$ cat src/rtl/rpg_pkg.sv
package rpg_pkg;
  typedef enum logic [1:0] {
    ACC_FETCH = 2'd0,
    ACC_READ  = 2'd1,
    ACC_WRITE = 2'd2,
    ACC_ERASE = 2'd3
  } acc_kind_e;

  typedef enum logic [1:0] {
    MST_CPU = 2'd0,
    MST_DBG = 2'd1,
    MST_DMA = 2'd2,
    MST_COP = 2'd3
  } master_e;

  localparam logic [1:0] BOOT_PFLASH = 2'd0;
  localparam int unsigned NUM_LOCKED_MASTERS = 3;

  // next value of a sticky lock bit: boot release first, then software
  function automatic logic lock_next(input logic cur, input logic boot_clr,
                                     input logic we, input logic wval,
                                     input logic clr_ok);
    logic after_boot;
    after_boot = boot_clr ? 1'b0 : cur;
    if (!we)        return after_boot;
    else if (wval)  return 1'b1;
    else if (clr_ok) return 1'b0;
    else            return after_boot;
  endfunction

  function automatic logic is_modify(input acc_kind_e k);
    return (k == ACC_WRITE) || (k == ACC_ERASE);
  endfunction
endpackage

$ cat src/rtl/rpg_fetch_bits.sv
module rpg_fetch_bits (
  input  logic clk,
  input  logic rst_n,
  input  logic boot_clr,
  input  logic clr_ok,
  input  logic sw_we,
  input  logic sw_cfd,
  input  logic sw_dfd,
  output logic cfd_q,
  output logic dfd_q
);
  import rpg_pkg::*;

  logic [1:0] bits_q;
  logic [1:0] sw_val;
  assign sw_val = {sw_dfd, sw_cfd};

  for (genvar i = 0; i < 2; i++) begin : g_bit
    always_ff @(posedge clk or negedge rst_n) begin
      if (!rst_n) bits_q[i] <= 1'b1;
      else        bits_q[i] <= lock_next(bits_q[i], boot_clr, sw_we, sw_val[i], clr_ok);
    end

    AST_FETCH_NO_CLEAR: assert property (@(posedge clk) disable iff (!rst_n)
      (!clr_ok && !boot_clr) |=> !$fell(bits_q[i])) else $error("fetch lock cleared");
  end

  assign cfd_q = bits_q[0];
  assign dfd_q = bits_q[1];
endmodule

$ cat src/rtl/rpg_master_lock.sv
module rpg_master_lock #(
  parameter int unsigned NLOCK = 3
) (
  input  logic             clk,
  input  logic             rst_n,
  input  logic             clr_ok,
  input  logic             sw_we,
  input  logic [NLOCK-1:0] sw_val,
  input  logic             boot_exit,
  input  logic             rp_active,
  output logic [NLOCK-1:0] lock_q,
  output logic             dbg_off_q
);
  import rpg_pkg::*;

  for (genvar m = 0; m < NLOCK; m++) begin : g_mst
    always_ff @(posedge clk or negedge rst_n) begin
      if (!rst_n) lock_q[m] <= 1'b0;
      else        lock_q[m] <= lock_next(lock_q[m], 1'b0, sw_we, sw_val[m], clr_ok);
    end

    AST_MLOCK_NO_CLEAR: assert property (@(posedge clk) disable iff (!rst_n)
      !clr_ok |=> !$fell(lock_q[m])) else $error("master lock cleared");
  end

  always_ff @(posedge clk or negedge rst_n) begin
    if (!rst_n)                       dbg_off_q <= 1'b0;
    else if (boot_exit && rp_active)  dbg_off_q <= 1'b1;
  end

  AST_DBG_OFF_STICKY: assert property (@(posedge clk) disable iff (!rst_n)
    dbg_off_q |=> dbg_off_q) else $error("debug shutoff dropped");
endmodule

$ cat src/rtl/rpg_decide.sv
module rpg_decide #(
  parameter int unsigned SECTORS = 16,
  parameter int unsigned NLOCK   = 3,
  localparam int unsigned SECT_W = (SECTORS > 1) ? $clog2(SECTORS) : 1
) (
  input  logic                rp_active,
  input  logic                cfd,
  input  logic                dfd,
  input  logic [NLOCK-1:0]    mlock,
  input  logic                dbg_off,
  input  logic [SECTORS-1:0]  sector_wp,
  input  logic                req_valid,
  input  rpg_pkg::acc_kind_e  kind,
  input  rpg_pkg::master_e    master,
  input  logic [SECT_W-1:0]   sector,
  output logic                fetch_blk,
  output logic                read_blk,
  output logic                modify_blk,
  output logic                master_blk,
  output logic                dbg_blk,
  output logic                grant,
  output logic                deny
);
  import rpg_pkg::*;

  logic blocked;

  always_comb begin
    master_blk = 1'b0;
    for (int m = 0; m < int'(NLOCK); m++)
      if (int'(master) == m + 1 && mlock[m]) master_blk = (kind != ACC_FETCH);
    fetch_blk  = (kind == ACC_FETCH) && rp_active && cfd;
    read_blk   = (kind == ACC_READ) && rp_active && dfd;
    modify_blk = is_modify(kind) && (rp_active || sector_wp[sector]);
    dbg_blk    = (master == MST_DBG) && dbg_off;
    blocked    = fetch_blk | read_blk | modify_blk | master_blk | dbg_blk;
    grant      = req_valid && !blocked;
    deny       = req_valid && blocked;
  end
endmodule

$ cat src/rtl/rpg_gate.sv
module rpg_gate #(
  parameter int unsigned SECTORS = 16,
  localparam int unsigned SECT_W = (SECTORS > 1) ? $clog2(SECTORS) : 1,
  localparam int unsigned NLOCK  = rpg_pkg::NUM_LOCKED_MASTERS
) (
  input  logic               clk,
  input  logic               rst_n,
  input  logic               rp_active,
  input  logic               boot_exit,
  input  logic [1:0]         boot_src,
  input  logic [SECTORS-1:0] sector_wp,
  input  logic               cfg_we,
  input  logic               cfg_cfd,
  input  logic               cfg_dfd,
  input  logic [NLOCK-1:0]   cfg_mlock,
  input  logic               req_valid,
  input  logic [1:0]         req_kind,
  input  logic [1:0]         req_master,
  input  logic [SECT_W-1:0]  req_sector,
  output logic               grant,
  output logic               deny,
  output logic               cfd_q,
  output logic               dfd_q,
  output logic [NLOCK-1:0]   mlock_q,
  output logic               dbg_off
);
  import rpg_pkg::*;

  logic boot_clr, clr_ok;
  logic fetch_blk, read_blk, modify_blk, master_blk, dbg_blk;

  assign boot_clr = boot_exit && (boot_src == BOOT_PFLASH);
  assign clr_ok   = !rp_active;

  rpg_fetch_bits u_fetch (
    .clk(clk), .rst_n(rst_n), .boot_clr(boot_clr), .clr_ok(clr_ok),
    .sw_we(cfg_we), .sw_cfd(cfg_cfd), .sw_dfd(cfg_dfd),
    .cfd_q(cfd_q), .dfd_q(dfd_q)
  );

  rpg_master_lock #(.NLOCK(NLOCK)) u_mlock (
    .clk(clk), .rst_n(rst_n), .clr_ok(clr_ok), .sw_we(cfg_we),
    .sw_val(cfg_mlock), .boot_exit(boot_exit), .rp_active(rp_active),
    .lock_q(mlock_q), .dbg_off_q(dbg_off)
  );

  rpg_decide #(.SECTORS(SECTORS), .NLOCK(NLOCK)) u_decide (
    .rp_active(rp_active), .cfd(cfd_q), .dfd(dfd_q), .mlock(mlock_q),
    .dbg_off(dbg_off), .sector_wp(sector_wp), .req_valid(req_valid),
    .kind(acc_kind_e'(req_kind)), .master(master_e'(req_master)),
    .sector(req_sector), .fetch_blk(fetch_blk), .read_blk(read_blk),
    .modify_blk(modify_blk), .master_blk(master_blk), .dbg_blk(dbg_blk),
    .grant(grant), .deny(deny)
  );

  AST_STROBE_EXCL: assert property (@(posedge clk) disable iff (!rst_n)
    !(grant && deny) && (req_valid == (grant || deny))) else $error("strobe clash");
  AST_GLOBAL_WRLOCK: assert property (@(posedge clk) disable iff (!rst_n)
    (req_valid && rp_active && req_kind[1]) |-> deny) else $error("write passed");
  AST_DBG_SHUT: assert property (@(posedge clk) disable iff (!rst_n)
    (req_valid && dbg_off && req_master == 2'd1) |-> !grant) else $error("debug passed");
  AST_BOOT_RELEASE: assert property (@(posedge clk) disable iff (!rst_n)
    (boot_clr && !cfg_we) |=> (!cfd_q && !dfd_q)) else $error("boot release lost");
  AST_FETCH_FREE: assert property (@(posedge clk) disable iff (!rst_n)
    (req_valid && req_kind == 2'd0 && req_master != 2'd1 && !(rp_active && cfd_q)) |-> grant)
    else $error("fetch wrongly denied");
endmodule

$ cat config.mk
export PLATFORM = sky130hd
export DESIGN_NAME = rpg_gate
export DESIGN_NICKNAME = d
export VERILOG_FILES = /design/src/rtl/rpg_pkg.sv /design/src/rtl/rpg_fetch_bits.sv /design/src/rtl/rpg_master_lock.sv /design/src/rtl/rpg_decide.sv /design/src/rtl/rpg_gate.sv
export SDC_FILE = /design/constraint.sdc
export NUM_CORES = 1
export LEC_CHECK = 0
export ABC_AREA = 1
export BUFFER_PORTS_ARGS = -buffer_cell sky130_fd_sc_hd__buf_2
export CAP_MARGIN = 40
export CORE_UTILIZATION = 36
export CTS_BUF_LIST = sky130_fd_sc_hd__clkbuf_8 sky130_fd_sc_hd__clkbuf_16
export DETAILED_ROUTE_END_ITERATION = 12
export PLACE_DENSITY_LB_ADDON = 0.25
export SLEW_MARGIN = 10
export SYNTH_ARGS = -nofsm -noshare
export SYNTH_HDL_FRONTEND = slang
export SYNTH_SLANG_ARGS = --single-unit
$ cat constraint.sdc
create_clock -name clk -period 1.4 [get_ports clk]
set_input_delay 0.28 -clock clk [delete_from_list [all_inputs] [get_ports clk]]
set_output_delay 0.28 -clock clk [all_outputs]
set_load 0.005 [all_outputs]
==> impl_results.md, run 1 <==
* Diode count at 0
* Least-Margin Pin Slew at 0.238 ns
* First-pass iteration count of the detailed router at 4
* Peak VDD IR at 0.471 mV
* Initial antenna violation count at 0
* Maxcap violations at 0
* Global route total overflow at 0
* Clock buffer depth at 2
* Largest net degree at the start of global routing at 10
* Wire length of the first global-routing pass at 2.21 mm
* Number of synthesized register bits at 6
* P&R area growth vs syn at 65.5%
* GRT Total Usage at 21.3%
* Met2 usage at 32.8%
* Min Tclk post-route at 1.76 ns
* GRT busiest layer: met2
* Clk_skew at 0 ns
* Final WS setup at -0.362 ns
* Core Footprint at 0.00132 mm2
* DP HPWL at 1.19 mm
* Status: complete, but fails checks
* GPL Wtd Cong at 0.790
* Syn Area/Cell at 6.40 um2
* CTS tree: yes
* Placed cells at 141
* Final setup viols at 2
* Met3 usage in global routing at 3.41%
* Residual DRC count at 0
* Req. time, crit path at 1.12 ns
* Post-synth top flop: dfrtp_1
* Post-Syn Area at 512 um2
* Initial Util at 38.8%
* Final Hold Fails at 0
* I/O pins at 45
* Routed wire per std cell at 9.68 um
* Setup slack at placement at -0.152 ns
* Antenna viol nets, final at 0
* Root buffer cell: clkbuf_8
* FP Rows at 13
* Vias in the first global route at 560
* TritonCTS Buffers at 3
* RSZ-0062 raised after global routing: yes
* CP Class: reg -> out
* Die height at 39.7 um
* Setup crit start kind: flop
* Max-Slew Margin vs Limit at 84.1%
* Clock sink count at 6
* Fin crit share at 126%
* Reg clk slew, reported paths at 0.04 ns
* Post-Synthesis Cells at 80
* Routed wire length at 1.43 mm
* Non-Filler Instances at 148
* Dpl cell area at 762 um2
* Post-synth EDFFs at 0
* PortBufs at 44
* Fin nets at 171
* Synth warn at 0
* Pins Over Slew Limit at 0
* Post-route cell area at 847 um2
* Final design utilization at 64.3%
* Lkg Pwr at 0.481 nW
* Sequential fraction of the synthesis area at 29.8%
* Die area at 0.00158 mm2
* Failing checks: setup timing
* Layout cells sized above 1 at 51.1%
* Crit end category: output port
* Post-synthesis cell type count at 17
* Syn Nets at 117
* HP Class: in -> reg
* Post-layout power at 0.686 mW
* Global-route met1 utilization at 28.4%
* Die Wd at 39.7 um
* Critical Path Fanout Max at 2
* Vias/cell at 4.55
* Worst Path Arrival at 1.48 ns
* Clk Latency, worst-skew pair at 0.21 ns
* Max H-tree Level at 1
* Initial drt markers at 9
* Max Freq at 567 MHz
* Pwr/cell area at 809 mW/mm2
* Async S/R FF share, synth at 100%
* Routed via count at 674
## through the flow
stage          TNS [ns]  hold WS (ns)
2_1_floorplan   -0.0127       -0.0156
3_3_place_gp     -0.197         0.107
3_5_place_dp     -0.293         0.109
4_1_cts          -0.694         0.267
5_1_grt          -0.866         0.275
6_report         -0.718         0.265
## registers in the layout, summed over array words and instances, names as in the netlist
name / flops
u_fetch.cfd_q: 1
u_fetch.dfd_q: 1
u_mlock.dbg_off_q: 1
u_mlock.lock_q: 3
## critical path, stage by stage (launching register included)
cell	delay, ns
dfstp_2	0.52
inv_2	0.04
nor2_2	0.10
a21oi_2	0.04
o31ai_2	0.26
nor2_2	0.08
nand2_2	0.08
nor2_2	0.03
buf_2	0.11
## cell type report
class | instances | area, um2
fillers | 137 | 470
clock inverters | 1 | 3.75
clock buffers | 3 | 41.3
flip-flops and latches | 6 | 153
well taps | 15 | 18.8
repair buffers | 50 | 268
inverters | 10 | 45.0
multi-input cells | 63 | 318
## what timing repair did
action                     4_1_cts  5_1_grt
hold buffers                     1        0
pin swaps                        1        5
gates resized for setup          1        4
hold endpoints to repair         4        0
cloned                           0        0
buffers inserted                 1        1
setup endpoints to repair        2        2
## cells by family after synthesis
kind of cell,count (synthesis),share of synthesized area (%)
AO/OA/AOI/OAI,13,14.2
buffers and inverters,11,11.0
flip-flops,6,29.8
AND/OR/NAND/NOR,50,45.0
## power by group
part | leakage, nW | total (mW) | switching, mW | internal (mW)
clock network | 0.0269 | 0.259 | 0.0711 | 0.188
logic | 0.391 | 0.218 | 0.105 | 0.113
registers | 0.0637 | 0.208 | 0.0116 | 0.197
total | 0.481 | 0.686 | 0.188 | 0.498
## worst paths after layout
kind                              startpoint                 to  slack [ns]  cells past startpoint
setup / recovery               u_fetch.cfd_q              grant       -0.36                      8
hold / removal                  cfg_mlock[1]  u_mlock.lock_q[1]        0.27                      3
setup reg to reg               u_fetch.cfd_q      u_fetch.cfd_q        0.17                      5
hold reg to reg            u_mlock.dbg_off_q  u_mlock.dbg_off_q        0.49                      1
max in group asynchronous              rst_n      u_fetch.dfd_q        0.75                      2
min in group asynchronous              rst_n  u_mlock.lock_q[1]        0.43                      2
## layout by cell type, fill, tap and decap left out
master and count:
a21o_1 1, a21oi_1 2, a21oi_2 2, buf_2 44, buf_4 5, clkbuf_8 3, dfrtp_1 4, dfstp_2 2
dlygate4sd3_1 1, inv_1 8, inv_2 2, inv_8 1, nand2_1 25, nand2_2 4, nand3_1 14, nand3_2 1
nor2_1 2, nor2_2 3, nor3b_1 1, o21ai_0 6, o31ai_1 1, o31ai_2 1
## cell usage after synthesis, types with 2 or more instances
library cell | instances | area (um2)
dfrtp_1 | 4 | 100
inv_1 | 8 | 30.0
dfstp_2 | 2 | 52.6
nand3_1 | 14 | 70.1
nor2_2 | 2 | 12.5
o31ai_1 | 2 | 15.0
o21ai_0 | 6 | 30.0
a21oi_1 | 4 | 20.0
nor2_1 | 3 | 11.3
nand2_2 | 4 | 25.0
nand2_1 | 25 | 93.8
## per-layer routing
metal | share of wire, % | wire length [um]
met3 | 5.0 | 72
met1 | 47 | 675
met5 | 0 | 0
met2 | 47 | 670
met4 | 0.98 | 14
Power figures use the tool's default switching activity.
==> inputs of run 2 (changes only) <==
- CORE_MARGIN: default -> 4
==> run 2 against run 1 <==
Worst hold slack got worse by 0.0051 ns. Total power about the same. Via count increased by 5.5%. Largest power group unchanged. Combinational power decreased by 2%. The run still ends with setup timing left. Critical path type unchanged. Non-clock buffer count decreased by 1. Clock power increased by 2%. Critical path depth decreased by 1. Highest routed layer is now met3.
==> impl_results.md, run 2 (synthesis gave the netlist of run 1 again) <==
* Non-Filler Instances at 147 (was 148)
* Clock buffer depth at 2 (unchanged)
* Maxcap violations at 0 (unchanged)
* Vias in the first global route at 658 (was 560)
* DP HPWL at 1.29 mm (was 1.19 mm)
* I/O pins at 45 (unchanged)
* WP buf/inv at 2 (unchanged)
* Max Freq at 581 MHz (was 567 MHz)
* Die area at 0.00209 mm2 (was 0.00158 mm2)
* Critical-path top delay cell: dfstp_2 (unchanged)
* Critical path's largest stage delay at 0.53 ns (was 0.52 ns)
* Pins Over Slew Limit at 0 (unchanged)
* Max FFs per register at 3 (unchanged)
* Reg clk slew, reported paths at 0.04 ns (about the same)
* Largest Register: u_mlock.lock_q (unchanged)
* Failing checks: setup timing (unchanged)
* Reg-to-reg endpoint: u_fetch.cfd_q (unchanged)
* FP Rows at 13 (unchanged)
* Initial Util at 38.8% (unchanged)
* Antenna viol nets, final at 0 (unchanged)
* CTS tree: yes (unchanged)
* Placed cells at 141 (unchanged)
* CP Class: reg -> out (unchanged)
* Least-Margin Pin Slew at 0.235 ns (was 0.238 ns)
* FILL cells at 135 (was 137)
* Routed wire length at 1.55 mm (was 1.43 mm)
* P&R area growth vs syn at 64.1% (was 65.5%)
* Initial drt markers at 18 (was 9)
* Setup tns final at -0.639 ns (was -0.718 ns)
* Lkg Pwr at 0.477 nW (was 0.481 nW)
* Hold EP: u_mlock.lock_q[1] (unchanged)
* Root buffer cell: clkbuf_8 (unchanged)
* Max H-tree Level at 1 (unchanged)
* Wire length of the first global-routing pass at 2.53 mm (was 2.21 mm)
* Hold path start: cfg_mlock[1] (unchanged)
* Pwr/cell area at 817 mW/mm2 (was 809 mW/mm2)
* Final setup viols at 2 (unchanged)
* Crit end category: output port (unchanged)
* PortBufs at 44 (unchanged)
* Peak VDD IR at 0.543 mV (was 0.471 mV)
* Worst r2r path cells at 4 (was 5)
* Residual DRC count at 0 (unchanged)
* Max-Slew Margin vs Limit at 84.3% (was 84.1%)
* GPL Wtd Cong at 0.836 (was 0.790)
* Global route total overflow at 0 (unchanged)
* Layout cells sized above 1 at 50.8% (was 51.1%)
* Worst hold path stage count at 3 (unchanged)
* Worst Path Arrival at 1.44 ns (was 1.48 ns)
* Worst path cell trace: inv_2 > nor2_2 > a21oi_2 > o31ai_2 > nor2_2 > a21oi_2 > buf_2 (was inv_2 > nor2_2 > a21oi_2 > o31ai_2 > nor2_2 > nand2_2 > nor2_2 > buf_2)
* Final WS setup at -0.321 ns (was -0.362 ns)
* Most frequent cells in the layout: buf_2 (44), nand2_1 (25), nand3_1 (14) (unchanged)
* TritonCTS Buffers at 3 (unchanged)
* Commonest non-fill, non-tap cell in the layout: buf_2 (unchanged)
* Vias/cell at 4.84 (was 4.55)
* Fin crit share at 123% (was 126%)
* R2R Setup Slk at 0.28 ns (was 0.17 ns)
* Die Wd at 45.7 um (was 39.7 um)
* Fin nets at 170 (was 171)
* Crit-path leading delay family: flip-flops (unchanged)
* RSZ-0062 raised after global routing: yes (unchanged)
* Setup crit start kind: flop (unchanged)
* Reg2Reg Launch Point: u_fetch.cfd_q (unchanged)
* Critical Path Fanout Max at 2 (unchanged)
* Req. time, crit path at 1.12 ns (about the same)
* Clock sink count at 6 (unchanged)
* Status: complete, but fails checks (unchanged)
* Clk_skew at 0 ns (unchanged)
* Die height at 45.7 um (was 39.7 um)
* Min Tclk post-route at 1.72 ns (was 1.76 ns)
* First-pass iteration count of the detailed router at 4 (unchanged)
* Diode count at 0 (unchanged)
* GRT Total Usage at 16.3% (was 21.3%)
* HP Class: in -> reg (unchanged)
* Routed wire per std cell at 10.5 um (was 9.68 um)
* Routed via count at 711 (was 674)
* Final Hold Fails at 0 (unchanged)
* Core Footprint at 0.00132 mm2 (unchanged)
* Initial antenna violation count at 0 (unchanged)
* Clk Latency, worst-skew pair at 0.22 ns (was 0.21 ns)
* Largest net degree at the start of global routing at 10 (unchanged)
run 2: metal layers:
metal	track usage, %	wire [um]	vias to the layer above
met5	0	0	-
met4	6.82	0	0
met3	3.16	138	0
met2	24.2	717	29
met1	22.9	694	315
li1	-	-	367
run 2: what timing repair did:
item                       4_1_cts  5_1_grt
hold buffers                     1        0
setup buffers                    1        0
hold endpoints to repair         4        0
setup endpoints to repair        2        2
gates resized for setup          1        4
pin swaps                        1        3
run 2: worst max path at each step:
stage	startpoint	end	slack (ns)	depth (start not counted)
2_1_floorplan	u_fetch.cfd_q	deny	-0.01	6
4_1_cts	u_fetch.cfd_q	deny	-0.35	7
6_report	u_fetch.cfd_q	deny	-0.32	7
3_3_place_gp	u_fetch.cfd_q	deny	-0.12	7
3_5_place_dp	req_sector[0]	grant	-0.13	12
5_1_grt	u_fetch.cfd_q	deny	-0.42	7
run 2: area by class of cell:
cell class	count	area, um2	area share (%)
Tap cell	15	18.8	2.24
Clock inverter	1	3.75	0.447
Timing Repair Buffer	49	260	31.0
Multi-Input combinational cell	63	318	37.9
Clock buffer	3	41.3	4.92
Inverter	10	45.0	5.37
Sequential cell	6	153	18.2
run 2: worst min-delay path: cells and delay by family:
| kind | cells | cell delay [ns] |
|---|---|---|
| and+or+nand+nor | 2 | 0.09 |
| buffers and inverters | 1 | 0.07 |
run 2: power breakdown:
group / switching, mW / internal, mW / total, mW
sequential: 0.0120 / 0.197 / 0.209
combinational: 0.105 / 0.109 / 0.214
clock: 0.0752 / 0.188 / 0.264
run 2: through the flow:
| stage | setup WS, ns | cell area (um2) | hold slack, ns | utilization, % | total power, mW |
|---|---|---|---|---|---|
| 4_1_cts | -0.350 | 825 | 0.255 | 62.6 | 0.686 |
| 3_5_place_dp | -0.134 | 762 | 0.110 | 57.8 | 0.408 |
| 3_3_place_gp | -0.117 | 762 | 0.108 | 57.8 | 0.405 |
| 5_1_grt | -0.419 | 840 | 0.273 | 63.7 | 0.737 |
| 6_report | -0.321 | 840 | 0.260 | 63.7 | 0.686 |
| 2_1_floorplan | -0.0127 | 512 | -0.0156 | - | 0.301 |
